$ cat config.mk
export PLATFORM = sky130hd
export DESIGN_NAME = wtc_cache_ctrl
export DESIGN_NICKNAME = d
export VERILOG_FILES = /design/src/rtl/wtc_pkg.sv /design/src/rtl/wtc_tag_store.sv /design/src/rtl/wtc_stall_ctrl.sv /design/src/rtl/wtc_delay_ctr.sv /design/src/rtl/wtc_cache_ctrl.sv
export SDC_FILE = /design/constraint.sdc
export NUM_CORES = 1
export LEC_CHECK = 0
export ABC_AREA = 1
export BUFFER_PORTS_ARGS = -buffer_cell sky130_fd_sc_hd__buf_2
export CAP_MARGIN = 5
export CORE_MARGIN = 2
export CORE_UTILIZATION = 45
export CTS_CLUSTER_DIAMETER = 150
export DETAILED_ROUTE_END_ITERATION = 10
export GPL_TIMING_DRIVEN = 0
export RECOVER_POWER = 50
export SLEW_MARGIN = 40
export SYNTH_ARGS = -nofsm -noshare
export SYNTH_HDL_FRONTEND = slang
export SYNTH_HIERARCHICAL = 1
export SYNTH_SLANG_ARGS = --single-unit
$ cat constraint.sdc
create_clock -name clk_i -period 4.6 [get_ports clk_i]
set_clock_uncertainty 0.15 [all_clocks]
set_input_delay 0.69 -clock clk_i [delete_from_list [all_inputs] [get_ports clk_i]]
set_output_delay 0.69 -clock clk_i [all_outputs]
set_load 0.005 [all_outputs]
$ cat src/rtl/wtc_pkg.sv
package wtc_pkg;
  localparam int WAYS       = 2;
  localparam int LINE_WORDS = 4;
  localparam int OFF_W      = $clog2(LINE_WORDS);

  typedef logic [WAYS-1:0] way_vec_t;
endpackage

$ cat src/rtl/wtc_tag_store.sv
module wtc_tag_store
  import wtc_pkg::*;
#(
  parameter int SETS  = 8,
  parameter int TAG_W = 11,
  localparam int IDX_W = $clog2(SETS)
) (
  input  logic             clk_i,
  input  logic             rst_ni,
  input  logic [IDX_W-1:0] lk_idx_i,
  input  logic [TAG_W-1:0] lk_tag_i,
  output way_vec_t         hit_way_o,
  output logic             victim_o,
  input  logic             touch_i,
  input  logic             touch_way_i,
  input  logic             fill_i,
  input  logic [IDX_W-1:0] fill_idx_i,
  input  logic [TAG_W-1:0] fill_tag_i,
  input  logic             fill_way_i
);
  logic [SETS-1:0][WAYS-1:0]            valid_q;
  logic [SETS-1:0][WAYS-1:0][TAG_W-1:0] tag_q;
  logic [SETS-1:0]                      lru_q;  // way to replace next

  for (genvar w = 0; w < WAYS; w++) begin : g_cmp
    assign hit_way_o[w] = valid_q[lk_idx_i][w] && (tag_q[lk_idx_i][w] == lk_tag_i);
  end

  assign victim_o = lru_q[lk_idx_i];

  always_ff @(posedge clk_i or negedge rst_ni) begin
    if (!rst_ni) begin
      valid_q <= '0;
      tag_q   <= '0;
      lru_q   <= '0;
    end else begin
      if (touch_i) lru_q[lk_idx_i] <= ~touch_way_i;
      if (fill_i) begin
        valid_q[fill_idx_i][fill_way_i] <= 1'b1;
        tag_q[fill_idx_i][fill_way_i]   <= fill_tag_i;
        lru_q[fill_idx_i]               <= ~fill_way_i;
      end
    end
  end

  // a set never holds one tag twice
  assert_hit_onehot_R5: assert property (@(posedge clk_i) disable iff (!rst_ni)
    $onehot0(hit_way_o));

  // only refills may change valid or tag state
  assert_valid_only_on_fill_R7: assert property (@(posedge clk_i) disable iff (!rst_ni)
    !fill_i |=> ($stable(valid_q) && $stable(tag_q)));
endmodule

$ cat src/rtl/wtc_stall_ctrl.sv
module wtc_stall_ctrl #(
  parameter int LEN_W = 4
) (
  input  logic             clk_i,
  input  logic             rst_ni,
  input  logic             start_i,
  input  logic [LEN_W-1:0] len_i,
  output logic             busy_o,
  output logic             last_o
);
  logic [LEN_W-1:0] cnt_q;

  always_ff @(posedge clk_i or negedge rst_ni) begin
    if (!rst_ni)              cnt_q <= '0;
    else if (start_i)         cnt_q <= len_i;
    else if (cnt_q != '0)     cnt_q <= cnt_q - 1'b1;
  end

  assign busy_o = (cnt_q != '0);
  assign last_o = (cnt_q == LEN_W'(1));

  assert_no_start_busy_R11: assert property (@(posedge clk_i) disable iff (!rst_ni)
    start_i |-> !busy_o);

  assert_window_len_R3: assert property (@(posedge clk_i) disable iff (!rst_ni)
    start_i |=> (cnt_q == $past(len_i)));
endmodule

$ cat src/rtl/wtc_delay_ctr.sv
module wtc_delay_ctr #(
  parameter int CNT_W = 32
) (
  input  logic             clk_i,
  input  logic             rst_ni,
  input  logic             inc_i,
  output logic [CNT_W-1:0] count_o
);
  always_ff @(posedge clk_i or negedge rst_ni) begin
    if (!rst_ni)    count_o <= '0;
    else if (inc_i) count_o <= count_o + 1'b1;
  end
endmodule

$ cat src/rtl/wtc_cache_ctrl.sv
module wtc_cache_ctrl
  import wtc_pkg::*;
#(
  parameter int ADDR_W      = 16,
  parameter int SETS        = 8,
  parameter int MISS_CYCLES = 10,
  parameter int WRITE_CYCLES = 2,
  parameter int CNT_W       = 32,
  localparam int IDX_W = $clog2(SETS),
  localparam int TAG_W = ADDR_W - OFF_W - IDX_W,
  localparam int MAX_LEN = (MISS_CYCLES > WRITE_CYCLES) ? MISS_CYCLES : WRITE_CYCLES,
  localparam int LEN_W = $clog2(MAX_LEN + 1)
) (
  input  logic              clk_i,
  input  logic              rst_ni,
  input  logic              req_valid_i,
  input  logic              req_write_i,
  input  logic [ADDR_W-1:0] req_addr_i,
  output logic              hit_o,
  output logic              stall_o,
  output logic [CNT_W-1:0]  delay_cnt_o
);
  logic [IDX_W-1:0] idx;
  logic [TAG_W-1:0] tag;
  way_vec_t         hit_way;
  logic             victim, hit_any;
  logic             accept, rd_miss, wr_acc, start, last;
  logic [LEN_W-1:0] len;

  logic             fill_pend_q, fill_way_q;
  logic [IDX_W-1:0] fill_idx_q;
  logic [TAG_W-1:0] fill_tag_q;

  assign idx = req_addr_i[OFF_W +: IDX_W];
  assign tag = req_addr_i[ADDR_W-1 -: TAG_W];

  assign accept  = req_valid_i && !stall_o;
  assign hit_any = |hit_way;
  assign hit_o   = accept && hit_any;
  assign rd_miss = accept && !req_write_i && !hit_any;
  assign wr_acc  = accept && req_write_i;
  assign start   = rd_miss || (wr_acc && (WRITE_CYCLES != 0));
  assign len     = rd_miss ? LEN_W'(MISS_CYCLES) : LEN_W'(WRITE_CYCLES);

  wtc_tag_store #(.SETS(SETS), .TAG_W(TAG_W)) u_tags (
    .clk_i      (clk_i),
    .rst_ni     (rst_ni),
    .lk_idx_i   (idx),
    .lk_tag_i   (tag),
    .hit_way_o  (hit_way),
    .victim_o   (victim),
    .touch_i    (hit_o),
    .touch_way_i(hit_way[1]),
    .fill_i     (fill_pend_q && last),
    .fill_idx_i (fill_idx_q),
    .fill_tag_i (fill_tag_q),
    .fill_way_i (fill_way_q)
  );

  wtc_stall_ctrl #(.LEN_W(LEN_W)) u_stall (
    .clk_i  (clk_i),
    .rst_ni (rst_ni),
    .start_i(start),
    .len_i  (len),
    .busy_o (stall_o),
    .last_o (last)
  );

  wtc_delay_ctr #(.CNT_W(CNT_W)) u_delay (
    .clk_i  (clk_i),
    .rst_ni (rst_ni),
    .inc_i  (stall_o),
    .count_o(delay_cnt_o)
  );

  // refill target captured at the miss, committed on the last stall cycle
  always_ff @(posedge clk_i or negedge rst_ni) begin
    if (!rst_ni) begin
      fill_pend_q <= 1'b0;
      fill_way_q  <= 1'b0;
      fill_idx_q  <= '0;
      fill_tag_q  <= '0;
    end else if (rd_miss) begin
      fill_pend_q <= 1'b1;
      fill_way_q  <= victim;
      fill_idx_q  <= idx;
      fill_tag_q  <= tag;
    end else if (last) begin
      fill_pend_q <= 1'b0;
    end
  end

  assert_rd_miss_stalls_R3: assert property (@(posedge clk_i) disable iff (!rst_ni)
    rd_miss |=> stall_o);

  assert_wr_stalls_R9: assert property (@(posedge clk_i) disable iff (!rst_ni)
    (wr_acc && (WRITE_CYCLES != 0)) |=> stall_o);

  assert_quiet_when_busy_R11: assert property (@(posedge clk_i) disable iff (!rst_ni)
    stall_o |-> !hit_o);

  assert_delay_step_R10: assert property (@(posedge clk_i) disable iff (!rst_ni)
    delay_cnt_o == $past(delay_cnt_o) + CNT_W'($past(stall_o)));
endmodule

Yosys cells after proc, flatten, opt, wreduce, memory -nomap -nowiden
Cells that the tools add are included.
{"block": "totals", "input_bits": 20, "regBits": 252}
{"block": "classes", "addsub": 2, "muxes": 28, "n_lt_le_gt_ge": 6, "bitwise": 3, "n_reduce_logical": 19, "eq_ne": 3}
{"cell": "$bwmux 176", "n": 1}
{"cell": "$bmux 22 s3", "n": 1}
{"cell": "$demux 22 s3", "n": 1}
{"cell": "$mux 22", "n": 2}
{"cell": "$add 32x1->32 const B", "n": 1}
{"cell": "$eq 11x11->1", "n": 2}
{"cell": "$bwmux 8", "n": 2}
{"cell": "$mux 8", "n": 2}
{"cell": "$or 16x16->16", "n": 1}
{"cell": "$mux 4", "n": 3}
{"cell": "$demux 11 s1", "n": 1}
{"cell": "$logic_and 1x1->1", "n": 11}
{"cell": "$mux 11", "n": 1}
{"cell": "$lt 3x4->1 const B", "n": 2}
{"cell": "$bmux 2 s3", "n": 1}
{"cell": "$demux 1 s3", "n": 2}
{"cell": "$demux 2 s3", "n": 1}
{"cell": "$ge 3x1->1 const B", "n": 2}
{"cell": "$mux 1", "n": 6}
{"cell": "$eq 4x1->1 const B", "n": 1}
{"cell": "$mux 2", "n": 2}
{"cell": "$reduce_bool 2->1", "n": 2}
{"cell": "$reduce_bool 4->1", "n": 1}
{"cell": "$sub 4x1->4 const B", "n": 1}
{"cell": "other kinds (8)", "n": 11}

Depth between registers and ports, before layout
Gate-level depths: netlist (run 1).
{"block": "depth", "word_depth": 9, "mapped_depth": 23}

By module
Netlist (run 1), hierarchy kept.
{"module": "wtc_tag_store", "area_each_um2": 9735.6, "seq_area_each_um2": 5004.8, "n_inst": 1, "cells_each": 1293}
{"module": "wtc_delay_ctr", "area_each_um2": 1761.7, "seq_area_each_um2": 800.8, "n_inst": 1, "cells_each": 229}
{"module": "wtc_cache_ctrl", "area_each_um2": 728.2, "seq_area_each_um2": 400.4, "n_inst": 1, "cells_each": 80}
{"module": "wtc_stall_ctrl", "area_each_um2": 301.5, "seq_area_each_um2": 100.1, "n_inst": 1, "cells_each": 40}

Least setup slack after synthesis (run 1)
OpenSTA, ideal clock, no wires.
{"block": "synth_timing", "path_kind": "input to register", "from": "input port req_addr_i[2]", "to": "register u_tags.lru_q[6]", "cell_stages": 19, "setup_ps": 77, "t_arrival_ps": 3126, "path_slack_ps": 1247, "cell_sequence": "buf_4 clkbuf_1 or2_2 o211ai_1 nand2_1 o21ai_0 nand2_1 nor2_1 nand2_1 nor2_1 nor2_4 buf_4 nor2_1 inv_1 nor2_1 nand2_1 o21ai_0 a21oi_1 a21oi_1"}
{"block": "synth_between", "elab_chain_len": 9}
{"item": "start, declared", "line_no": "wtc_cache_ctrl.sv:18", "rtl": "input logic [ADDR_W-1:0] req_addr_i,"}
{"item": "$bmux 22 s3", "line_no": "wtc_tag_store.sv:26", "rtl": "assign hit_way_o[w] = valid_q[lk_idx_i][w] && (tag_q[lk_idx_i][w] == lk_tag_i);"}
{"item": "$mux 22 (not written as such)", "line_no": "wtc_tag_store.sv:26"}
{"item": "$eq 11x11->1", "line_no": "wtc_tag_store.sv:26"}
{"item": "$logic_and 1x1->1 (*)", "line_no": "wtc_tag_store.sv:26"}
{"item": "via hit_way[1]", "line_no": "wtc_cache_ctrl.sv:25", "rtl": "way_vec_t hit_way;"}
{"item": "$reduce_or 2->1 (*)", "line_no": "wtc_cache_ctrl.sv:38", "rtl": "assign hit_any = |hit_way;"}
{"item": "$logic_and 1x1->1 (*)", "line_no": "wtc_cache_ctrl.sv:39", "rtl": "assign hit_o = accept && hit_any;"}
{"item": "via hit_o", "line_no": "wtc_cache_ctrl.sv:19", "rtl": "output logic hit_o,"}
{"item": "$mux 8 (*)", "line_no": "wtc_tag_store.sv:37", "rtl": "if (touch_i) lru_q[lk_idx_i] <= ~touch_way_i;"}
{"item": "$bwmux 8", "line_no": "wtc_tag_store.sv:41", "rtl": "lru_q[fill_idx_i] <= ~fill_way_i;"}
{"item": "$mux 8 (*)", "line_no": "wtc_tag_store.sv:38", "rtl": "if (fill_i) begin"}
{"item": "end signal, assigned by index", "line_no": "wtc_tag_store.sv:37"}
{"item": "end signal, assigned by index", "line_no": "wtc_tag_store.sv:41"}
{"item": "end, declared", "line_no": "wtc_tag_store.sv:23", "rtl": "logic [SETS-1:0] lru_q;"}
Mark *: on every way through the listed nets, which the timed path passes. The rest lies on a longest branch. The select of a mux whose other input is x is not followed.
A chain may end at the register's enable or synchronous reset.

Final worst setup path (run 1)
{"block": "layout_timing", "from": "input port req_addr_i[2]", "to": "output port hit_o"}
{"block": "layout_between", "elab_chain_len": 6}
{"item": "$bmux 22 s3", "line_no": "wtc_tag_store.sv:26"}
{"item": "$mux 22 (not written as such)", "line_no": "wtc_tag_store.sv:26"}
{"item": "$eq 11x11->1", "line_no": "wtc_tag_store.sv:26"}
{"item": "$logic_and 1x1->1 (*)", "line_no": "wtc_tag_store.sv:26"}
{"item": "via hit_way[0]", "line_no": "wtc_cache_ctrl.sv:25"}
{"item": "$reduce_or 2->1 (*)", "line_no": "wtc_cache_ctrl.sv:38"}
{"item": "$logic_and 1x1->1 (*)", "line_no": "wtc_cache_ctrl.sv:39"}
{"item": "end, declared", "line_no": "wtc_cache_ctrl.sv:19"}
Marked as above.

==> flow_metrics.env, run 1 <==
export IMPL_start_kind="input port"
export IMPL_status="complete, but fails checks"
export IMPL_hold_viol_final=0
export IMPL_cts_buffers=30
export IMPL_drive_gt1_frac=0.0862
export IMPL_postPlaceCellArea_sq_um=13400
export IMPL_antenna_found_initial=0
export IMPL_cpMaxStageDelayCell="clkbuf_1"
export IMPL_tritoncts="built"
export IMPL_hpwl_um=30600
export IMPL_ant_nets=0
export IMPL_gp_congestion=0.912
export IMPL_fin_nets=1754
export IMPL_cp_required_ns=3.76
export IMPL_vias=11300
export IMPL_multi_input_area_sq_um=5070
export IMPL_power_frac_seq=0.434
export IMPL_clk_pin_slew_worst_paths_ns=0.06
export IMPL_ios=54
export IMPL_reg2regPathDepth=19
export IMPL_most_common_layout_cells="nand2_1 (543), dfrtp_1 (252), o21ai_0 (206)"
export IMPL_async_reset_ff_frac=1.00
export IMPL_finalSetupViolCount=0
export IMPL_die_area_sq_um=29200
export IMPL_start_util=0.453
export IMPL_drc=0
export IMPL_synth_cell_types=36
export IMPL_synth_seq_area_share=0.503
export IMPL_slew_violations=60
export IMPL_setup_tns_ns=0
export IMPL_die_h_um=171
export IMPL_power_density_nw_per_um2=467
export IMPL_switching_share=0.327
export IMPL_cts_root_buffer="clkbuf_16"
export IMPL_h_tree_depth=1
export IMPL_grtUsageTotal=0.291
export IMPL_ys_ff_latch=252
export IMPL_cp_max_fo=10
export IMPL_hold_depth=3
export IMPL_areaGrowthSynthToFinish_pct=14.0
export IMPL_synth_edf_count=0
export IMPL_avgSynthCellArea_sq_um=7.63
export IMPL_r2r_end="u_tags/lru_q[6]$_DFF_PN0_"
export IMPL_tightestPinTransition_ns=2.92
export IMPL_violations="max-capacitance violations, max-slew violations"
export IMPL_grt_pass1_wl_um=63400
export IMPL_grt_ovfl_total=0
export IMPL_fin_area_sq_um=14300
export IMPL_cap_violations=1
export IMPL_vias_per_cell=5.29
export IMPL_first_iter_violations=1106
export IMPL_combPwrFrac=0.214
export IMPL_dr_pass1_iters=5
export IMPL_rr_startpoint="u_tags/tag_q[148]$_DFFE_PN0P_"
export IMPL_max_freq_mhz=224
export IMPL_crit_type="in2out"
export IMPL_synth_main_ff_cell="dfrtp_1"
export IMPL_cpPeakStageDelay_ns=0.57
export IMPL_port_buffers=51
export IMPL_cts_sinks=252
export IMPL_rows=61
export IMPL_n_fill_cell=2814
export IMPL_cp_cell_sequence="buf_2 -> buf_4 -> inv_2 -> clkbuf_1 -> o21ai_0 -> nand2_1 -> nor2_1 -> xor2_1 -> nor2_1 -> nand2_1 -> nor2_1 -> nor2_4 -> buf_4 -> nor2_1 -> buf_2"
export IMPL_layout_min_cycle_time_ns=4.47
export IMPL_whs_ns=0.284
export IMPL_power_switching_w=0.00218
export IMPL_ys_warnings_count=6
export IMPL_hp_start="req_addr_i[14]"
export IMPL_synth_cells=1642
export IMPL_clock_latency_ns=0.58
export IMPL_core_sq_um=27600
export IMPL_hold_path_class="in2reg"
export IMPL_ir_drop_v=0.000344
export IMPL_fp_dieW_um=171
export IMPL_utilization=0.517
export IMPL_regArea_sq_um=6310
export IMPL_reg2reg_slack_ns=1.06
export IMPL_wirelength_um=41900
export IMPL_slew_headroom=-0.948
export IMPL_hold_path_end="fill_tag_q[9]$_DFFE_PN0P_"
export IMPL_fin_crit_sh=0.971
export IMPL_wl_per_cell_um=19.6
export IMPL_first_global_vias=10800
export IMPL_synth_area_sq_um=12500
export IMPL_cp_arrival_ns=3.63
export IMPL_grt_max_degree=70
export IMPL_cp_common_cell="nor2_1"
export IMPL_final_common_cell="nand2_1"
export IMPL_clockPowerShare=0.351
export IMPL_end_kind="output port"
export IMPL_internal_power_w=0.00449
export IMPL_clk_path_buf_depth=3
export IMPL_power_leakage_nw=6.94
export IMPL_rsz0062_at_grt="no"
## how the worst max path moves through the flow
stage,from,endpoint,slack [ns],depth (start not counted)
after global placement,rst_ni,u_tags/tag_q[53]$_DFFE_PN0P_,-2.09,1
final,req_addr_i[2],hit_o,0.13,15
after detailed placement,req_addr_i[2],u_tags/lru_q[6]$_DFF_PN0_,-0.31,21
after floorplan,req_addr_i[2],u_tags/lru_q[6]$_DFF_PN0_,1.25,19
after global routing,req_addr_i[2],hit_o,0.04,16
after CTS,req_addr_i[2],hit_o,0.07,17
## through the flow
step	power, W	setup slack (ns)	instances
3_5_place_dp	0.00437	-0.308	2075
5_1_grt	0.00706	0.0427	2130
2_1_floorplan	0.00381	1.25	1643
6_report	0.00667	0.134	2131
4_1_cts	0.00673	0.0741	2130
3_3_place_gp	0.00432	-2.09	2072
## power groups by stage
| stage | combinational [W] | clock, W | sequential (W) |
|---|---|---|---|
| 5_1_grt | 0.00163 | 0.00248 | 0.00295 |
| 3_3_place_gp | 0.00140 | 0 | 0.00292 |
| 2_1_floorplan | 0.000945 | 0 | 0.00287 |
| 4_1_cts | 0.00145 | 0.00239 | 0.00289 |
| 6_report | 0.00143 | 0.00234 | 0.00290 |
| 3_5_place_dp | 0.00145 | 0 | 0.00293 |
## layer usage
metal	part of all wire	GRT usage	vias up	routed length, um
met5	0	0	-	0
met4	0.037	0.103	0	1560
met3	0.054	0.0322	95	2240
met2	0.46	0.475	374	19300
met1	0.45	0.405	5468	18800
li1	-	-	5328	-
## Yosys cell counts (9+ instances only)
cell type / count / area, sq um
nand4_1: 17 / 106
nand2_1: 541 / 2030
nand3_1: 82 / 410
nor2_1: 124 / 465
nor3_1: 9 / 45.0
nor2_2: 10 / 62.6
buf_2: 15 / 75.1
or2_2: 14 / 87.6
dfrtp_1: 252 / 6310
inv_1: 195 / 732
o211ai_1: 22 / 165
a21oi_1: 13 / 65.1
o21ai_0: 206 / 1030
nor2_4: 9 / 101
clkbuf_1: 50 / 188
xor2_1: 14 / 123
## flip-flops by register name (all words and copies together), names as in the netlist
register,cells
fill_idx_q,3
fill_pend_q,1
fill_tag_q,11
fill_way_q,1
u_delay/count_o,32
u_stall/cnt_q,4
u_tags/lru_q,8
u_tags/tag_q,176
u_tags/valid_q,16
## kinds of logic after synthesis
group	count (synthesis)	share of synthesized area
AOI/OAI and AO/OA	259	0.110
adders and majority gates	4	0.00400
DFF	252	0.503
other	2	0.000600
buffers and inverters	280	0.0911
and+or+nand+nor	825	0.277
xor gates and xnor gates	20	0.0140
## worst max-delay path, delay by kind of cell
| family | cells | cell delay [ns] |
|---|---|---|
| buffers and inverters | 6 | 1.36 |
| and+or+nand+nor | 7 | 1.07 |
| AOI/OAI and AO/OA | 1 | 0.35 |
| xor gates and xnor gates | 1 | 0.14 |
## cell type report
| cell class | instances | area share |
|---|---|---|
| Inverter | 202 | 0.0531 |
| Tap cell | 378 | 0.0331 |
| Buffer | 78 | 0.0271 |
| Clock inverter | 8 | 0.00710 |
| Sequential cell | 252 | 0.442 |
| Clock buffer | 46 | 0.0610 |
| Multi-Input combinational cell | 1111 | 0.355 |
| Antenna cell | 1 | 0.000175 |
| Timing Repair Buffer | 55 | 0.0220 |
## what timing repair did
action	CTS	global route
endpoints found under the hold margin	59	0
endpoints found under the setup margin	1	1
resized for setup	3	1
setup buffers	0	0
hold buffers	1	0
No activity file was read; power rests on OpenSTA's default activity.
==> inputs of run 2 (changes only) <==
--- a/config.mk
+++ b/config.mk
@@ -8,7 +8,7 @@
 export ABC_AREA = 1
 export BUFFER_PORTS_ARGS = -buffer_cell sky130_fd_sc_hd__buf_2
 export CAP_MARGIN = 5
-export CORE_MARGIN = 2
+export CORE_MARGIN = 5
 export CORE_UTILIZATION = 45
 export CTS_CLUSTER_DIAMETER = 150
 export DETAILED_ROUTE_END_ITERATION = 10
==> run 2 against run 1 <==
The flow still finishes with violations (max-capacitance violations, max-slew violations). Via count shrank 0.20%. Power shrank 0.12%. Fmax grew 1.0%. Critical path depth grew 3. Clock power is essentially flat. Sequential share of layout area shrank 0.10 points. Global-route usage shrank 2.9 points. Die area grew 7.1%. Clock-buffer cell count shrank 6. Critical endpoint unchanged.
==> flow_metrics.env, run 2 (same netlist as run 1, synthesis figures left out) <==
export IMPL_violations="max-capacitance violations, max-slew violations"
export IMPL_vias_per_cell=5.28
export IMPL_tritoncts="built"
export IMPL_clock_latency_ns=0.56
export IMPL_rsz0062_at_grt="no"
export IMPL_areaGrowthSynthToFinish_pct=14.3
export IMPL_hold_viol_final=0
export IMPL_end_kind="output port"
export IMPL_grtUsageTotal=0.263
export IMPL_grt_max_degree=58
export IMPL_antenna_cells=0
export IMPL_cp_max_fo=10
export IMPL_post_cts_buffers=0
export IMPL_cpMaxStageDelayCell="buf_2"
export IMPL_largest_reg_flops=176
export IMPL_cts_buffers=29
export IMPL_dr_pass1_iters=7
export IMPL_status="complete, but fails checks"
export IMPL_cap_violations=1
export IMPL_fin_nets=1754
export IMPL_hpwl_um=30300
export IMPL_power_switching_w=0.00220
export IMPL_start_util=0.453
export IMPL_clk_pin_slew_worst_paths_ns=0.06
export IMPL_drive_gt1_frac=0.0999
export IMPL_die_area_sq_um=31300
export IMPL_wl_per_cell_um=19.5
export IMPL_tightestPinTransition_ns=2.90
export IMPL_first_iter_violations=1088
export IMPL_start_kind="input port"
export IMPL_drc=0
export IMPL_finalSetupViolCount=0
export IMPL_ant_nets=0
export IMPL_cts_sinks=252
export IMPL_cp_arrival_ns=3.58
export IMPL_ios=54
export IMPL_fin_crit_sh=0.961
export IMPL_setup_tns_ns=0
export IMPL_internal_power_w=0.00447
export IMPL_vias=11200
export IMPL_clockPowerShare=0.348
export IMPL_layout_min_cycle_time_ns=4.42
export IMPL_regArea_sq_um=6310
export IMPL_slew_headroom=-0.932
export IMPL_rows=61
export IMPL_die_h_um=177
export IMPL_reg_top3="u_tags/tag_q (176), u_delay/count_o (32), u_tags/valid_q (16)"
export IMPL_top_register="u_tags/tag_q"
export IMPL_crit_type="in2out"
export IMPL_ir_drop_v=0.000363
export IMPL_cp_common_cell="nor2_1"
export IMPL_switching_share=0.330
export IMPL_slew_violations=41
export IMPL_h_tree_depth=1
export IMPL_power_leakage_nw=7.00
export IMPL_first_global_vias=10700
export IMPL_core_sq_um=27600
export IMPL_antenna_found_initial=0
export IMPL_final_common_cell="nand2_1"
export IMPL_grt_pass1_wl_um=62500
export IMPL_cts_root_buffer="clkbuf_16"
export IMPL_combPwrFrac=0.215
export IMPL_power_frac_seq=0.437
export IMPL_fp_dieW_um=177
export IMPL_port_buffers=51
export IMPL_most_common_layout_cells="nand2_1 (542), dfrtp_1 (252), o21ai_0 (206)"
export IMPL_wirelength_um=41500
export IMPL_grt_ovfl_total=0
export IMPL_gp_congestion=0.995
export IMPL_cp_required_ns=3.76
export IMPL_hold_path_class="in2reg"
export IMPL_p_total_w=0.00666
export IMPL_max_freq_mhz=226
export IMPL_cpPeakStageDelay_ns=0.39
export IMPL_cp_cell_sequence="buf_2 -> buf_4 -> buf_2 -> buf_2 -> nand2_1 -> nand3_1 -> nand2_1 -> nor2_1 -> nor2_1 -> nor2_1 -> nand2_1 -> nor2_1 -> nand2_1 -> nor2_2 -> nor2_4 -> buf_4 -> nor2_1 -> buf_2"
export IMPL_clk_path_buf_depth=3
export IMPL_power_density_nw_per_um2=466
export IMPL_utilization=0.518
export IMPL_multi_input_area_sq_um=5080
export IMPL_n_fill_cell=2833
## run 2: cell count changes in the layout (fill, tap and decap cells not counted), moves of 2 or more
cell | previous run | this run
buf_2 | 47 | 60
clkbuf_1 | 74 | 56
clkinv_2 | 5 | 7
clkinvlp_4 | 0 | 3
nor2_1 | 127 | 124
nor2_2 | 8 | 11
## run 2: what timing repair did
action                                  CTS  global route
endpoints found under the setup margin    1             1
endpoints found under the hold margin    40             0
hold buffers                              1             0
gates resized for setup                   1             5
## run 2: final timing paths
kind | from | endpoint | slack [ns] | cells after the start
hold reg to reg | u_tags/valid_q[10]$_DFFE_PN0P_ | u_tags/valid_q[10]$_DFFE_PN0P_ | 0.30 | 2
setup reg to reg | u_tags/tag_q[11]$_DFFE_PN0P_ | u_tags/lru_q[6]$_DFF_PN0_ | 1.21 | 20
max in group asynchronous | rst_ni | u_tags/tag_q[27]$_DFFE_PN0P_ | 0.71 | 4
setup / recovery | req_addr_i[2] | hit_o | 0.18 | 18
min in group asynchronous | rst_ni | u_stall/cnt_q[2]$_DFFE_PN0P_ | 1.48 | 2
hold / removal | req_addr_i[2] | fill_idx_q[0]$_DFFE_PN0P_ | 0.30 | 3
## run 2: worst max-delay path: cells and delay by family
family | cells | cell delay (ns)
buffers and inverters | 6 | 1.33
and+or+nand+nor | 12 | 1.55
## run 2: layout make-up
type	instances	share of cell area
Buffer	78	0.0271
Clock buffer	40	0.0585
Tap cell	378	0.0330
Timing Repair Buffer	56	0.0243
Inverter	202	0.0530
Clock inverter	13	0.00883
Multi-Input combinational cell	1111	0.355
Sequential cell	252	0.441
## run 2: stage by stage
stage / std cells / setup WS [ns] / instance area (sq um) / hold slack (ns)
final: 2130 / 0.180 / 14300 / 0.300
after global routing: 2130 / 0.113 / 14300 / 0.292
after CTS: 2130 / 0.0378 / 14400 / 0.273
after detailed placement: 2076 / -0.116 / 13400 / 0.289
after global placement: 2072 / -2.09 / 13300 / 0.284
after floorplan: 1643 / 1.25 / 12500 / 0.244
## run 2: metal layers
| metal | wire length, um | track usage |
|---|---|---|
| met1 | 18300 | 0.363 |
| met2 | 19400 | 0.432 |
| met3 | 2100 | 0.0295 |
| met4 | 1630 | 0.0928 |
| met5 | 0 | 0 |
## run 2: power groups by stage
stage	clock, W	combinational, W	sequential [W]
2_1_floorplan	0	0.000945	0.00287
3_3_place_gp	0	0.00140	0.00293
3_5_place_dp	0	0.00145	0.00294
4_1_cts	0.00237	0.00145	0.00290
5_1_grt	0.00246	0.00163	0.00296
6_report	0.00232	0.00143	0.00291
